<file path="src/rtl/ring_pkg.sv">
package ring_pkg;

  typedef enum logic {
    RING_EDGE  = 1'b0,
    RING_TRAIN = 1'b1
  } ring_mode_e;

  typedef struct packed {
    logic       sel;
    ring_mode_e mode;
  } ring_cfg_t;

endpackage

</file>
<file path="src/rtl/ring_sync.sv">
module ring_sync #(
  parameter int unsigned WIDTH   = 2,
  parameter logic        RST_VAL = 1'b1
) (
  input  logic             clk_i,
  input  logic             rst_ni,
  input  logic [WIDTH-1:0] d_i,
  output logic [WIDTH-1:0] q_o
);

  for (genvar g = 0; g < WIDTH; g++) begin : g_bit
    logic meta_q;
    logic sync_q;

    always_ff @(posedge clk_i or negedge rst_ni) begin
      if (!rst_ni) begin
        meta_q <= RST_VAL;
        sync_q <= RST_VAL;
      end else begin
        meta_q <= d_i[g];
        sync_q <= meta_q;
      end
    end

    assign q_o[g] = sync_q;
  end

endmodule

</file>
<file path="src/rtl/ring_edge.sv">
module ring_edge
  import ring_pkg::*;
#(
  parameter int unsigned NUM_SRC = 2
) (
  input  logic               clk_i,
  input  logic               rst_ni,
  input  logic [NUM_SRC-1:0] sync_i,
  input  ring_cfg_t          cfg_i,
  output logic               fall_o,
  output logic               cfg_chg_o
);

  logic      cur;
  logic      prev_q;
  ring_cfg_t cfg_q;

  // picked source after synchronisation
  assign cur       = sync_i[cfg_i.sel];
  assign cfg_chg_o = (cfg_i != cfg_q);
  // a select change is never taken as an edge
  assign fall_o    = prev_q & ~cur & ~cfg_chg_o;

  always_ff @(posedge clk_i or negedge rst_ni) begin
    if (!rst_ni) begin
      prev_q <= 1'b1;
      cfg_q  <= '0;
    end else begin
      prev_q <= cur;
      cfg_q  <= cfg_i;
    end
  end

endmodule

</file>
<file path="src/rtl/ring_gap.sv">
module ring_gap #(
  parameter int unsigned GAP = 2048
) (
  input  logic clk_i,
  input  logic rst_ni,
  input  logic fall_i,
  output logic expire_o,
  output logic quiet_o
);

  localparam int unsigned W   = $clog2(GAP + 1);
  localparam logic [W-1:0] LIM = W'(GAP);

  logic [W-1:0] since_q;
  logic [W-1:0] since_d;
  logic         since_en;

  assign quiet_o  = (since_q == LIM);
  // next update brings the count to the limit
  assign expire_o = !fall_i && (since_q == (LIM - W'(1)));
  assign since_en = fall_i | ~quiet_o;

  always_comb begin
    since_d = since_q + W'(1);
    if (fall_i) begin
      since_d = W'(1);
    end
  end

  always_ff @(posedge clk_i or negedge rst_ni) begin
    if (!rst_ni) begin
      since_q <= LIM;
    end else if (since_en) begin
      since_q <= since_d;
    end
  end


  quiet_entry_chk: assert property (@(posedge clk_i) disable iff (!rst_ni)
    $rose(quiet_o) |-> $past(expire_o));

endmodule

</file>
<file path="src/rtl/ring_train.sv">
module ring_train #(
  parameter int unsigned WIN = 6225
) (
  input  logic clk_i,
  input  logic rst_ni,
  input  logic fall_i,
  input  logic expire_i,
  input  logic quiet_i,
  input  logic clr_i,
  output logic det_o
);

  localparam int unsigned W   = $clog2(WIN + 1);
  localparam logic [W-1:0] LIM = W'(WIN);

  logic         trk_q;
  logic         trk_d;
  logic [W-1:0] win_q;
  logic [W-1:0] win_d;
  logic         upd_en;

  assign upd_en = clr_i | fall_i | expire_i | trk_q;

  always_comb begin
    trk_d = trk_q;
    win_d = win_q;
    if (clr_i) begin
      trk_d = 1'b0;
      win_d = '0;
    end else if (fall_i && !trk_q) begin
      trk_d = 1'b1;
      win_d = W'(1);
    end else if (expire_i) begin
      trk_d = 1'b0;
      win_d = '0;
    end else if (trk_q && (win_q != LIM)) begin
      win_d = win_q + W'(1);
    end
  end

  always_ff @(posedge clk_i or negedge rst_ni) begin
    if (!rst_ni) begin
      trk_q <= 1'b0;
      win_q <= '0;
    end else if (upd_en) begin
      trk_q <= trk_d;
      win_q <= win_d;
    end
  end

  assign det_o = trk_q && (win_q == LIM);


  gap_guard_chk: assert property (@(posedge clk_i) disable iff (!rst_ni)
    trk_q |-> !quiet_i);


  cfg_clear_chk: assert property (@(posedge clk_i) disable iff (!rst_ni)
    clr_i |=> !trk_q);


  det_entry_chk: assert property (@(posedge clk_i) disable iff (!rst_ni)
    $rose(det_o) |-> $past(trk_q));

endmodule

</file>
<file path="src/rtl/ring_wake_detect.sv">
module ring_wake_detect
  import ring_pkg::*;
#(
  parameter int unsigned CLK_HZ = 32768
) (
  input  logic clk_i,
  input  logic rst_ni,
  input  logic ring_a_i,
  input  logic ring_b_i,
  input  logic src_sel_i,
  input  logic mode_i,
  input  logic en_i,
  output logic wake_o
);

  localparam int unsigned GAP     = CLK_HZ / 16;
  localparam int unsigned WIN     = (CLK_HZ * 19) / 100;
  localparam int unsigned NUM_SRC = 2;

  // reset: asserted asynchronously, released on the clock
  logic rst_meta_q;
  logic rst_n;

  always_ff @(posedge clk_i or negedge rst_ni) begin
    if (!rst_ni) begin
      rst_meta_q <= 1'b0;
      rst_n      <= 1'b0;
    end else begin
      rst_meta_q <= 1'b1;
      rst_n      <= rst_meta_q;
    end
  end

  logic [NUM_SRC-1:0] pins;
  logic [NUM_SRC-1:0] pins_sync;
  ring_cfg_t          cfg;
  logic               fall;
  logic               cfg_chg;
  logic               expire;
  logic               quiet;
  logic               clr;
  logic               train_det;
  logic               det;

  assign pins     = {ring_b_i, ring_a_i};
  assign cfg.sel  = src_sel_i;
  assign cfg.mode = ring_mode_e'(mode_i);

  ring_sync #(.WIDTH(NUM_SRC), .RST_VAL(1'b1)) u_sync (
    .clk_i  (clk_i),
    .rst_ni (rst_n),
    .d_i    (pins),
    .q_o    (pins_sync)
  );

  ring_edge #(.NUM_SRC(NUM_SRC)) u_edge (
    .clk_i     (clk_i),
    .rst_ni    (rst_n),
    .sync_i    (pins_sync),
    .cfg_i     (cfg),
    .fall_o    (fall),
    .cfg_chg_o (cfg_chg)
  );

  ring_gap #(.GAP(GAP)) u_gap (
    .clk_i    (clk_i),
    .rst_ni   (rst_n),
    .fall_i   (fall),
    .expire_o (expire),
    .quiet_o  (quiet)
  );

  assign clr = cfg_chg | ~en_i | (cfg.mode != RING_TRAIN);

  ring_train #(.WIN(WIN)) u_train (
    .clk_i    (clk_i),
    .rst_ni   (rst_n),
    .fall_i   (fall),
    .expire_i (expire),
    .quiet_i  (quiet),
    .clr_i    (clr),
    .det_o    (train_det)
  );

  assign det = (cfg.mode == RING_TRAIN) ? train_det : fall;

  // one request per burst, re-armed by a quiet gap
  logic armed_q;
  logic armed_d;
  logic wake_q;
  logic wake_d;

  always_comb begin
    wake_d  = en_i & armed_q & det;
    armed_d = armed_q;
    if (expire) begin
      armed_d = 1'b1;
    end else if (wake_d) begin
      armed_d = 1'b0;
    end
  end

  always_ff @(posedge clk_i or negedge rst_n) begin
    if (!rst_n) begin
      armed_q <= 1'b1;
      wake_q  <= 1'b0;
    end else begin
      armed_q <= armed_d;
      wake_q  <= wake_d;
    end
  end

  assign wake_o = wake_q;


  wake_single_chk: assert property (@(posedge clk_i) disable iff (!rst_n)
    wake_q |=> !wake_q);


  rearm_chk: assert property (@(posedge clk_i) disable iff (!rst_n)
    wake_q |-> (!armed_q || quiet));


  rearm_quiet_chk: assert property (@(posedge clk_i) disable iff (!rst_n)
    $rose(armed_q) |-> quiet);

endmodule

</file>
<file path="config.mk">
export PLATFORM = sky130hd
export DESIGN_NAME = ring_wake_detect
export DESIGN_NICKNAME = d
export VERILOG_FILES = /design/src/rtl/ring_pkg.sv /design/src/rtl/ring_sync.sv /design/src/rtl/ring_edge.sv /design/src/rtl/ring_gap.sv /design/src/rtl/ring_train.sv /design/src/rtl/ring_wake_detect.sv
export SDC_FILE = /design/constraint.sdc
export NUM_CORES = 1
export LEC_CHECK = 0
export CAP_MARGIN = 20
export CORE_MARGIN = 2
export CORE_UTILIZATION = 59
export DETAILED_ROUTE_END_ITERATION = 16
export HOLD_SLACK_MARGIN = 0.15
export MAX_ROUTING_LAYER = met4
export PLACE_DENSITY = 0.79
export SYNTH_ARGS = -nofsm -noshare
export SYNTH_HDL_FRONTEND = slang
export SYNTH_SLANG_ARGS = --single-unit
</file>
<file path="constraint.sdc">
create_clock -name clk_i -period 1.4 [get_ports clk_i]
set_input_delay 0.28 -clock clk_i [delete_from_list [all_inputs] [get_ports clk_i]]
set_output_delay 0.28 -clock clk_i [all_outputs]
set_load 0.02 [all_outputs]
</file>
==> results.md, run 1 <==
* Mux cell area share after synthesis at 1.75%
* Worst setup SP type: register
* Number of global-route vias before repair at 1730
* R2r setup slk at -890 ps
* Failing checks: negative setup slack
* WL/cell at 17.9 um
* Ratio of cells with drive above 1 in the final layout at 43.7%
* Peak VDD IR at 1.34 mV
* Post-layout util at 89.3%
* Fin crit period at 2290 ps
* Post-placement cell count at 280
* Via count at 1744
* IO Count at 8
* Synthesized instance count at 182
* Die span in x at 60.1 um
* Leak Pwr at 0.00129 uW
* FF+latch count, synth at 37
* Fin area at 0.00270 mm^2
* Area growth syn-to-layout at 45.7%
* Hold WS at 195 ps
* Initial Util at 61.3%
* Clock Tree Root: clkbuf_4
* Initial antenna violation count at 0
* Clk pwr share at 27.3%
* First-pass GRT wire length at 7770 um
* Setup Crit Path Kind: register to register
* Register area share after synthesis at 50.4%
* Endpoints failing hold at 0
* Sequential power share at 43.1%
* CTS HTree Levels at 2
* Hold crit path type: register to asynchronous set/reset pin
* Total die area at 0.00361 mm^2
* Main combinational cell family by area after synthesis: simple AND/OR/NAND/NOR gates
* Drt first pass iters at 4
* Netlist cell types at 45
* Final WL at 5340 um
* Reg2reg path depth at 7
* Total of max-cap violations at 0
* Net Sw Frac at 29.5%
* RSZ-0062 raised after global routing: true
* Skew-Pair Late Insertion Delay at 370 ps
* Register area at 935 um^2
* Worst Path Arrival at 2540 ps
* Number of synthesis warnings at 0
* Die height at 60.1 um
* Average size of a mapped cell at 10.2 um^2
* Clock sink count at 37
* Count of pins over their slew limit at 0
* Crit. End Element: register
* Final worst setup slack at -887 ps
* Reg-to-reg endpoint: u_train.win_q[7]
* Status: finished with violations
* Filler-free cell count of the finished design at 298
* All-Layer GR Usage at 30.9%
* Row count at 20
* Post-route clock skew at 13.2 ps
* Synth Net Count at 193
* N_diodes at 0
* Dpl hpwl at 3210 um
* Setup_tns at -13760 ps
* Fill count at 138
* Synth Area in Simple Gates at 25.6%
* Ys async rst share at 100%
* Final setup viols at 25
* Final ANT Viol Nets at 0
* DRC Markers at 0
* Layout Nets at 264
* 1st-iter DRT viols at 118
* # port buffers at 7
* EDFF count, synth at 0
* Pwr dens at 1080 mW/mm^2
* Xor-xnor portion of the synthesized cell area at 5.66%
* Max Buffers Root-to-Sink at 2
* Critical R2R Launch: u_gap.since_q[1]
* P_int at 2060 uW
* NetSw at 861 uW
* Critical path endpoint: u_train.win_q[7]
* CTS tree: built
* Main flop type after synthesis: dfrtp_1
* Area occupied by multi-input gates at 0.00106 mm^2
* Final period utilization at 163%
* RD Place Congestion at 0.823
* Placed cell areas at 0.00234 mm^2
* Via density at 5.85
* Post-Synth Adder-Cell Area at 2.70%
* Max Fanout on Critical Path at 8
* Grt total ovfl at 0
* Comb power frac at 29.6%
* Clock-pin slew on the worst setup and hold paths at 110 ps
* Critical path required time at 1650 ps
* Netlist Area Pre-Place at 0.00186 mm^2
* Core footprint at 0.00303 mm^2
* Total CTS buffers at 5
* Largest net degree at the start of global routing at 24
* Compound-cell area share of the yosys netlist at 11.3%
* Fmax at 0.437 GHz
* CP startpoint: u_gap.since_q[1]
-- worst max-delay path, stage by stage (launching register included) --
cell	delay, ps
dfrtp_1	440
ha_4	160
nand4_1	130
or4_4	600
buf_6	150
o21a_4	190
and2_4	170
a221o_1	320
-- repair_timing --
item,CTS,global route
hold endpoints to repair,2,0
endpoints found under the setup margin,22,28
setup buffers,6,5
resized for setup,24,21
pin swaps,14,20
hold buffers,1,0
-- metrics by stage --
step	power, uW	setup WS [ps]
4_1_cts	2690	-783
2_1_floorplan	1550	-729
3_3_place_gp	1770	-807
5_1_grt	3040	-916
6_report	2920	-887
3_5_place_dp	1820	-922
-- kinds of logic (layout without fill, tap and decap cells) --
| logic type | Yosys count | after routing |
|---|---|---|
| AO/OA/AOI/OAI | 26 | 26 |
| XOR/XNOR | 12 | 12 |
| adder cells (fa/ha/maj) | 4 | 4 |
| buffers and inverters | 10 | 82 |
| flip-flops | 37 | 37 |
| multiplexers | 3 | 3 |
| other | 1 | 1 |
| AND/OR/NAND/NOR | 89 | 89 |
-- placed cells by master (no fill, tap or decap), types with 2 or more instances in the layout --
cell type,instances
and4b_1,2
a22o_1,2
and3_1,7
dfstp_2,7
buf_4,53
dfrtp_1,30
nor3b_1,2
o211ai_1,2
nor3_1,3
nand2_2,2
xnor2_1,5
clkbuf_4,5
nand4_1,7
and4_1,2
o21ai_0,2
clkdlybuf4s50_1,6
nor2_2,3
a21oi_2,4
nor4_1,2
ha_1,2
and3b_1,2
a221o_1,4
nor2b_1,2
nand2_1,13
buf_6,6
nand3_2,7
inv_1,6
xor2_1,5
nor2_1,16
nand3_1,8
-- synth_stat cells (2+ instances only) --
library cell	instances	area (um^2)
xor2_1	6	52.6
o21ai_0	2	10.0
xnor2_1	6	52.6
or3_1	2	12.5
mux2_2	2	22.5
nor2_1	20	75.1
a221o_1	4	40.0
dfstp_2	7	184
a21oi_1	4	20.0
nor3b_1	2	15.0
and4b_1	2	20.0
nand4_1	7	43.8
and3b_1	2	17.5
ha_1	4	50.1
nor4_1	3	18.8
inv_1	7	26.3
and3_1	8	50.1
a22o_1	2	17.5
nand2_1	15	56.3
dfrtp_1	30	751
nor2b_1	2	12.5
clkbuf_1	2	7.51
nand3_1	16	80.1
o211ai_1	2	15.0
nor3_1	4	20.0
and4_1	2	17.5
-- state kept, by name (all words and copies together), names as in the netlist --
register	count
rst_meta_q	1
u_train.trk_q	1
u_sync.g_bit.meta_q	2
u_gap.since_q	12
wake_o	1
u_edge.prev_q	1
armed_q	1
u_train.win_q	13
u_edge.cfg_q	2
u_sync.g_bit.sync_q	2
rst_n	1
-- power by group through the flow --
stage | clock network (uW) | registers (uW) | logic (uW)
after floorplan | 0 | 1300 | 245
after global placement | 0 | 1250 | 521
after detailed placement | 0 | 1260 | 558
after CTS | 795 | 1240 | 660
after global routing | 848 | 1270 | 923
final | 796 | 1260 | 864
-- per-layer routing --
metal | share of wire (%) | vias to the layer above | wire (um) | GRT usage, %
li1 | - | 808 | - | -
met1 | 40 | 866 | 2130 | 34.3
met2 | 54 | 57 | 2880 | 53.4
met3 | 3.8 | 13 | 202 | 6.93
met4 | 2.3 | 0 | 125 | 12.1
met5 | 0 | - | 0 | -
-- how the worst min path moves through the flow --
stage           start  slack [ps]               end
3_5_place_dp    rst_n         190   u_edge.cfg_q[1]
3_3_place_gp    rst_n         180   u_edge.cfg_q[1]
2_1_floorplan  rst_ni         -20        rst_meta_q
6_report        rst_n         190  u_gap.since_q[1]
5_1_grt         rst_n         230   u_edge.cfg_q[0]
4_1_cts         rst_n         200   u_edge.cfg_q[1]
-- final cells by class --
cell class                      count  share of cell area [%]
Tap cell                           44                    2.04
Clock inverter                      1                    1.11
Sequential cell                    37                    34.6
Clock buffer                        7                    2.04
Timing Repair Buffer               67                    20.1
Inverter                            7                   0.972
Multi-Input combinational cell    135                    39.1
(Power assumes the default switching activity.)
==> run 2, diff against run 1 <==
Settings changed: CORE_UTILIZATION 59 to 30, PLACE_DENSITY 0.79 to 0.46.
==> run 2 against run 1 <==
Net effect: die area rose by 89%; the flow still finishes with violations (negative setup slack); highest routed layer unchanged; fmax rose by 5.1%; clock-buffer cell count fell by 1; design area rose by 7.0%; wire length fell by 6.2%.
==> results.md, run 2 (synthesized netlist as in run 1, its figures left out) <==
* Status: finished with violations
* Failing checks: negative setup slack
* Endpoints failing hold at 0 (unchanged)
* RD Place Congestion at 0.865 (+5.1%)
* Crit path cell chain: ha_2 > nand4_1 > or4_4 > o2111a_2 > and3b_1 > a221o_1
* Clock-pin slew on the worst setup and hold paths at 70 ps (-40 ps)
* Hold WS at 207 ps (+12.4 ps)
* Via count at 1720 (-1.4%)
* WL/cell at 14.9 um (-17%)
* Die height at 82.6 um (+38%)
* Clock Tree Root: clkbuf_8
* Routed wl met3 at 139 um (-31%)
* Clk pwr share at 24.6% (-2.7 points)
* Skew-Pair Late Insertion Delay at 290 ps (-80 ps)
* Max FFs per register at 13 (unchanged)
* First-pass GRT wire length at 8060 um (+3.7%)
* Max Buffers Root-to-Sink at 2 (unchanged)
* Number of global-route vias before repair at 1739 (+0.52%)
* DRT met1 WL at 2210 um (+3.6%)
* Crit. path cell count at 6 (-1)
* Max Used Layer: met4
* Critical path required time at 1570 ps (-80 ps)
* Final ANT Viol Nets at 0 (unchanged)
* Final period utilization at 155% (-7.9 points)
* Sequential power share at 42.9% (-0.2 points)
* Drt first pass iters at 5 (+1)
* Dpl ws at -897 ps (+25.5 ps)
* Dpl hpwl at 3160 um (-1.5%)
* Comb power frac at 32.5% (+2.9 points)
* Reg2reg path depth at 6 (-1)
* Final setup viols at 28 (+12%)
* Row count at 28 (+40%)
* Total CTS buffers at 5 (unchanged)
* CTS HTree Levels at 2 (unchanged)
* Final worst setup slack at -777 ps (+110 ps)
* Grt total ovfl at 0 (unchanged)
* Clock sink count at 37 (unchanged)
* Hold crit path type: register to asynchronous set/reset pin
* Max incr delay on CP at 560 ps (-40 ps)
* NetSw at 889 uW (+3.3%)
* Net Sw Frac at 30.5% (+1.0 points)
* Post-route clock skew at 7.99 ps (-5.26 ps)
* Top reg by flops: u_train.win_q
* Most frequent cells in the layout: buf_4 (59), dfrtp_1 (30), nand2_1 (14), nand3_1 (12), nor2_1 (10)
* Critical R2R Launch: u_gap.since_q[0]
* Crit. End Element: register
* Commonest non-fill, non-tap cell in the layout: buf_4
* Area growth syn-to-layout at 55.8%
* Final WL at 5010 um (-6.2%)
* Total of max-cap violations at 0 (unchanged)
* Pwr dens at 1010 mW/mm^2 (-6.7%)
* Initial antenna violation count at 0 (unchanged)
* Worst setup SP type: register
* Setup Crit Path Kind: register to register
* Fin crit period at 2180 ps (-110 ps)
* Via density at 5.10 (-13%)
* Fmax at 0.459 GHz (+5.1%)
* CP startpoint: u_gap.since_q[0]
* Cell family with most CP delay: simple AND/OR/NAND/NOR gates
* IO Count at 8 (unchanged)
* Total power of the final layout at 2910 uW (-0.20%)
* N_diodes at 0 (unchanged)
* Total die area at 0.00683 mm^2 (+89%)
* Detail Route met2 WL at 2570 um (-11%)
* Die span in x at 82.6 um (+38%)
* RSZ-0062 raised after global routing: true
* All-Layer GR Usage at 16.2% (-15 points)
* Peak VDD IR at 0.711 mV (-47%)
* Initial Util at 31.2% (-30 points)
* Max Fanout on Critical Path at 6 (-2)
* Ratio of cells with drive above 1 in the final layout at 47.7% (+4.0 points)
* Post-layout util at 48.6% (-41 points)
* Crit-path slowest cell: or4_4
* P_int at 2020 uW (-1.7%)
* 1st-iter DRT viols at 31 (-74%)
* Worst Path Arrival at 2350 ps (-190 ps)
* Count of pins over their slew limit at 0 (unchanged)
* Top flop regs: u_train.win_q (13), u_gap.since_q (12)
* Largest net degree at the start of global routing at 22 (-8.3%)
* Fill count at 562 (+310%)
* WP buf/inv at 0 (-1)
* Layout Nets at 272 (+3.0%)
* DRC Markers at 0 (unchanged)
* # port buffers at 7 (unchanged)
* Leak Pwr at 0.00135 uW (+4.4%)
* CTS tree: built
* Core footprint at 0.00596 mm^2 (+97%)
[run 2: per-layer routing]
layer | track usage, % | vias to the layer above
li1 | - | 825
met5 | - | -
met3 | 3.80 | 12
met1 | 18.3 | 853
met4 | 6.23 | 0
met2 | 28.0 | 30
[run 2: area by class of cell]
cell class	count	area (um^2)	area share [%]
well taps	75	93.8	3.25
clock inverters	2	10.0	0.346
flip-flops and latches	37	935	32.3
repair buffers	74	623	21.5
multi-input cells	136	1130	38.9
inverters	7	31.3	1.08
clock buffers	6	72.6	2.51
[run 2: power by group through the flow]
stage | sequential [uW] | combinational, uW | clock (uW)
5_1_grt | 1260 | 1010 | 809
4_1_cts | 1250 | 921 | 748
6_report | 1250 | 948 | 717
3_3_place_gp | 1260 | 569 | 0
2_1_floorplan | 1300 | 245 | 0
3_5_place_dp | 1270 | 585 | 0
[run 2: path summary, 6_finish.rpt]
path                                                to  slack [ps]
worst min-delay path                   u_edge.cfg_q[0]         210
worst min register to register         u_edge.cfg_q[0]         210
worst max register to register        u_train.win_q[2]        -780
max in group asynchronous                        rst_n         590
worst max-delay path                  u_train.win_q[2]        -780
min in group clk_i              u_sync.g_bit[0].sync_q         360
[run 2: what timing repair did]
item,in CTS,in global routing
setup endpoints to repair,24,28
endpoints found under the hold margin,2,0
cloned,1,1
setup buffers,14,4
gates resized for setup,44,26
hold buffers,1,0
pin swaps,25,17
[run 2: through the flow]
stage / cell area [um^2] / instances / TNS (ps)
after floorplan: 1870 / 182 / -7510
after global placement: 2430 / 318 / -12880
final: 2890 / 337 / -10080
after global routing: 2890 / 337 / -11040
after detailed placement: 2430 / 318 / -13890
after CTS: 2810 / 340 / -11770
==> run 3, diff against run 2 <==
Settings changed: CTS_BUF_LIST set to sky130_fd_sc_hd__clkbuf_2, SLEW_MARGIN set to 40.
==> run 3 against run 2 <==
Net effect: the run still ends with negative setup slack left; register-to-register slack improved by 30 ps; die area did not move; via count shrank 1.9%; clock-buffer cell count did not move; hold slack improved by 2.8 ps; global-route usage grew 0.12 points; critical endpoint unchanged.
==> results.md, run 3 (synthesized netlist as in run 1, its figures left out) <==
* Status: finished with violations
* Failing checks: negative setup slack
* Final setup viols at 28 (unchanged)
* Register area at 935 um^2 (unchanged)
* Drt first pass iters at 4 (-1)
* Top flop regs: u_train.win_q (13), u_gap.since_q (12)
* Total die area at 0.00683 mm^2 (unchanged)
* Fin area at 0.00286 mm^2 (-1.3%)
* DRC Markers at 0 (unchanged)
* Peak VDD IR at 0.697 mV (-1.9%)
* Sequential power share at 46.8% (+3.9 points)
* Area growth syn-to-layout at 53.9%
* Row count at 28 (unchanged)
* Most frequent cells in the layout: buf_4 (58), dfrtp_1 (30), nand2_1 (14), nand3_1 (14), nor2_1 (10)
* Critical path required time at 1690 ps (+120 ps)
* Setup Crit Path Kind: register to register
* Worst setup SP type: register
* Area occupied by multi-input gates at 0.00112 mm^2 (-0.11%)
* Placed cell areas at 0.00243 mm^2 (unchanged)
* RD Place Congestion at 0.865 (unchanged)
* Layout Nets at 272 (unchanged)
* NetSw at 856 uW (-3.7%)
* Commonest non-fill, non-tap cell in the layout: buf_4
* RSZ-0062 raised after global routing: true
* Via density at 5.01 (-1.9%)
* All-Layer GR Usage at 16.4% (+0.12 points)
* Hold crit path type: register to asynchronous set/reset pin
* Largest net degree at the start of global routing at 22 (unchanged)
* N_diodes at 0 (unchanged)
* Net Sw Frac at 32.1% (+1.6 points)
* Clock-pin slew on the worst setup and hold paths at 180 ps (+110 ps)
* WL/cell at 14.3 um (-3.8%)
* CTS tree: built
* Final WL at 4820 um (-3.8%)
* Worst Path Arrival at 2440 ps (+90 ps)
* Critical R2R Launch: u_gap.since_q[0]
* Reg-to-reg endpoint: u_train.win_q[2]
* Endpoints failing hold at 0 (unchanged)
* Ratio of cells with drive above 1 in the final layout at 46.9% (-0.76 points)
* # port buffers at 7 (unchanged)
* Clk pwr share at 18.0% (-6.6 points)
* Total of max-cap violations at 0 (unchanged)
* IO Count at 8 (unchanged)
* Core footprint at 0.00596 mm^2 (unchanged)
* First-pass GRT wire length at 8020 um (-0.43%)
* Final ANT Viol Nets at 0 (unchanged)
* Initial Util at 31.2% (unchanged)
* Total CTS buffers at 5 (unchanged)
* Dpl hpwl at 3160 um (unchanged)
* Max FFs per register at 13 (unchanged)
* Skew-Pair Late Insertion Delay at 390 ps (+100 ps)
* Fill count at 561 (-0.18%)
* R2r setup slk at -750 ps (+30 ps)
* Die height at 82.6 um (unchanged)
* Grt total ovfl at 0 (unchanged)
* CTS HTree Levels at 2 (unchanged)
* Initial antenna violation count at 0 (unchanged)
* Number of global-route vias before repair at 1703 (-2.1%)
* Pwr dens at 934 mW/mm^2 (-7.3%)
* Reg2reg path depth at 6 (unchanged)
* Via count at 1688 (-1.9%)
* Fmax at 0.465 GHz (+1.3%)
* Final worst setup slack at -749 ps (+27.8 ps)
* Comb power frac at 35.3% (+2.8 points)
* Final period utilization at 153% (-2.0 points)
* P_int at 1810 uW (-11%)
* Top reg by flops: u_train.win_q
* Die span in x at 82.6 um (unchanged)
* Max Buffers Root-to-Sink at 2 (unchanged)
* Post-route clock skew at 25.2 ps (+17.2 ps)
* Count of pins over their slew limit at 0 (unchanged)
* Dpl ws at -897 ps (unchanged)
* Fin crit period at 2150 ps (-27.8 ps)
* Clock Tree Root: clkbuf_2
* Clock sink count at 37 (unchanged)
* Max Fanout on Critical Path at 6 (unchanged)
* Leak Pwr at 0.00133 uW (-0.95%)
* Post-layout util at 47.9% (-0.61 points)
* 1st-iter DRT viols at 42 (+35%)
* Crit. End Element: register
==> run 3: changes by cell type in the layout (fill, tap and decap cells not counted), sizes merged <==
cell / change
clkdlybuf4s15: +1
clkbuf: -1
dlygate4sd2: -1
buf: +1
==> run 3: worst max-delay path, cell delays in order, from the launching register on <==
cell and delay [ps]:
dfrtp_1 400, ha_2 190, nand4_1 130, or4_4 550, o2111a_2 340, and3b_1 200, a221o_1 250
==> run 3: metrics by stage <==
step | hold slack (ps) | setup TNS, ps | power [uW] | cells
floorplan | -15.6 | -7510 | 1550 | 182
global placement | 197 | -12880 | 1830 | 318
detailed placement | 224 | -13890 | 1850 | 318
CTS | 231 | -11000 | 2680 | 337
global route | 241 | -11340 | 2840 | 337
finish | 210 | -9980 | 2670 | 337
==> run 3: timing repair <==
action	CTS	global route
endpoints found under the setup margin	26	29
gates resized for setup	48	24
cloned	2	0
pin swaps	22	17
hold buffers	1	0
endpoints found under the hold margin	2	0
buffers inserted	10	9
==> run 3: power groups by stage <==
stage	Sequential [uW]	Combinational (uW)	Clock (uW)
after floorplan	1300	245	0
after CTS	1250	918	513
after global routing	1260	1010	572
after global placement	1260	569	0
after detailed placement	1270	585	0
final	1250	941	479
==> run 3: per-layer routing <==
layer	GRT usage (%)	wire length, um	vias to the layer above
li1	-	-	825
met1	19.0	2150	830
met2	27.7	2450	26
met3	2.93	149	7
met4	7.05	72	0
met5	-	0	-
==> run 3: cell type report <==
class | instances | share of cell area, %
tap | 75 | 3.29
inverter | 7 | 1.10
clock buffer | 6 | 1.05
sequential | 37 | 32.7
clock inverter | 2 | 0.351
timing repair buffer | 74 | 22.1
multi-input combinational | 136 | 39.4
==> run 3: worst max-delay path by stage <==
stage	startpoint	endpoint	slack, ps
floorplan	u_gap.since_q[0]	u_train.win_q[2]	-730
global placement	src_sel_i	u_train.win_q[2]	-850
detailed placement	src_sel_i	u_train.win_q[2]	-900
CTS	u_gap.since_q[0]	u_train.win_q[2]	-720
global route	u_gap.since_q[0]	u_train.win_q[8]	-790
finish	u_gap.since_q[0]	u_train.win_q[2]	-750
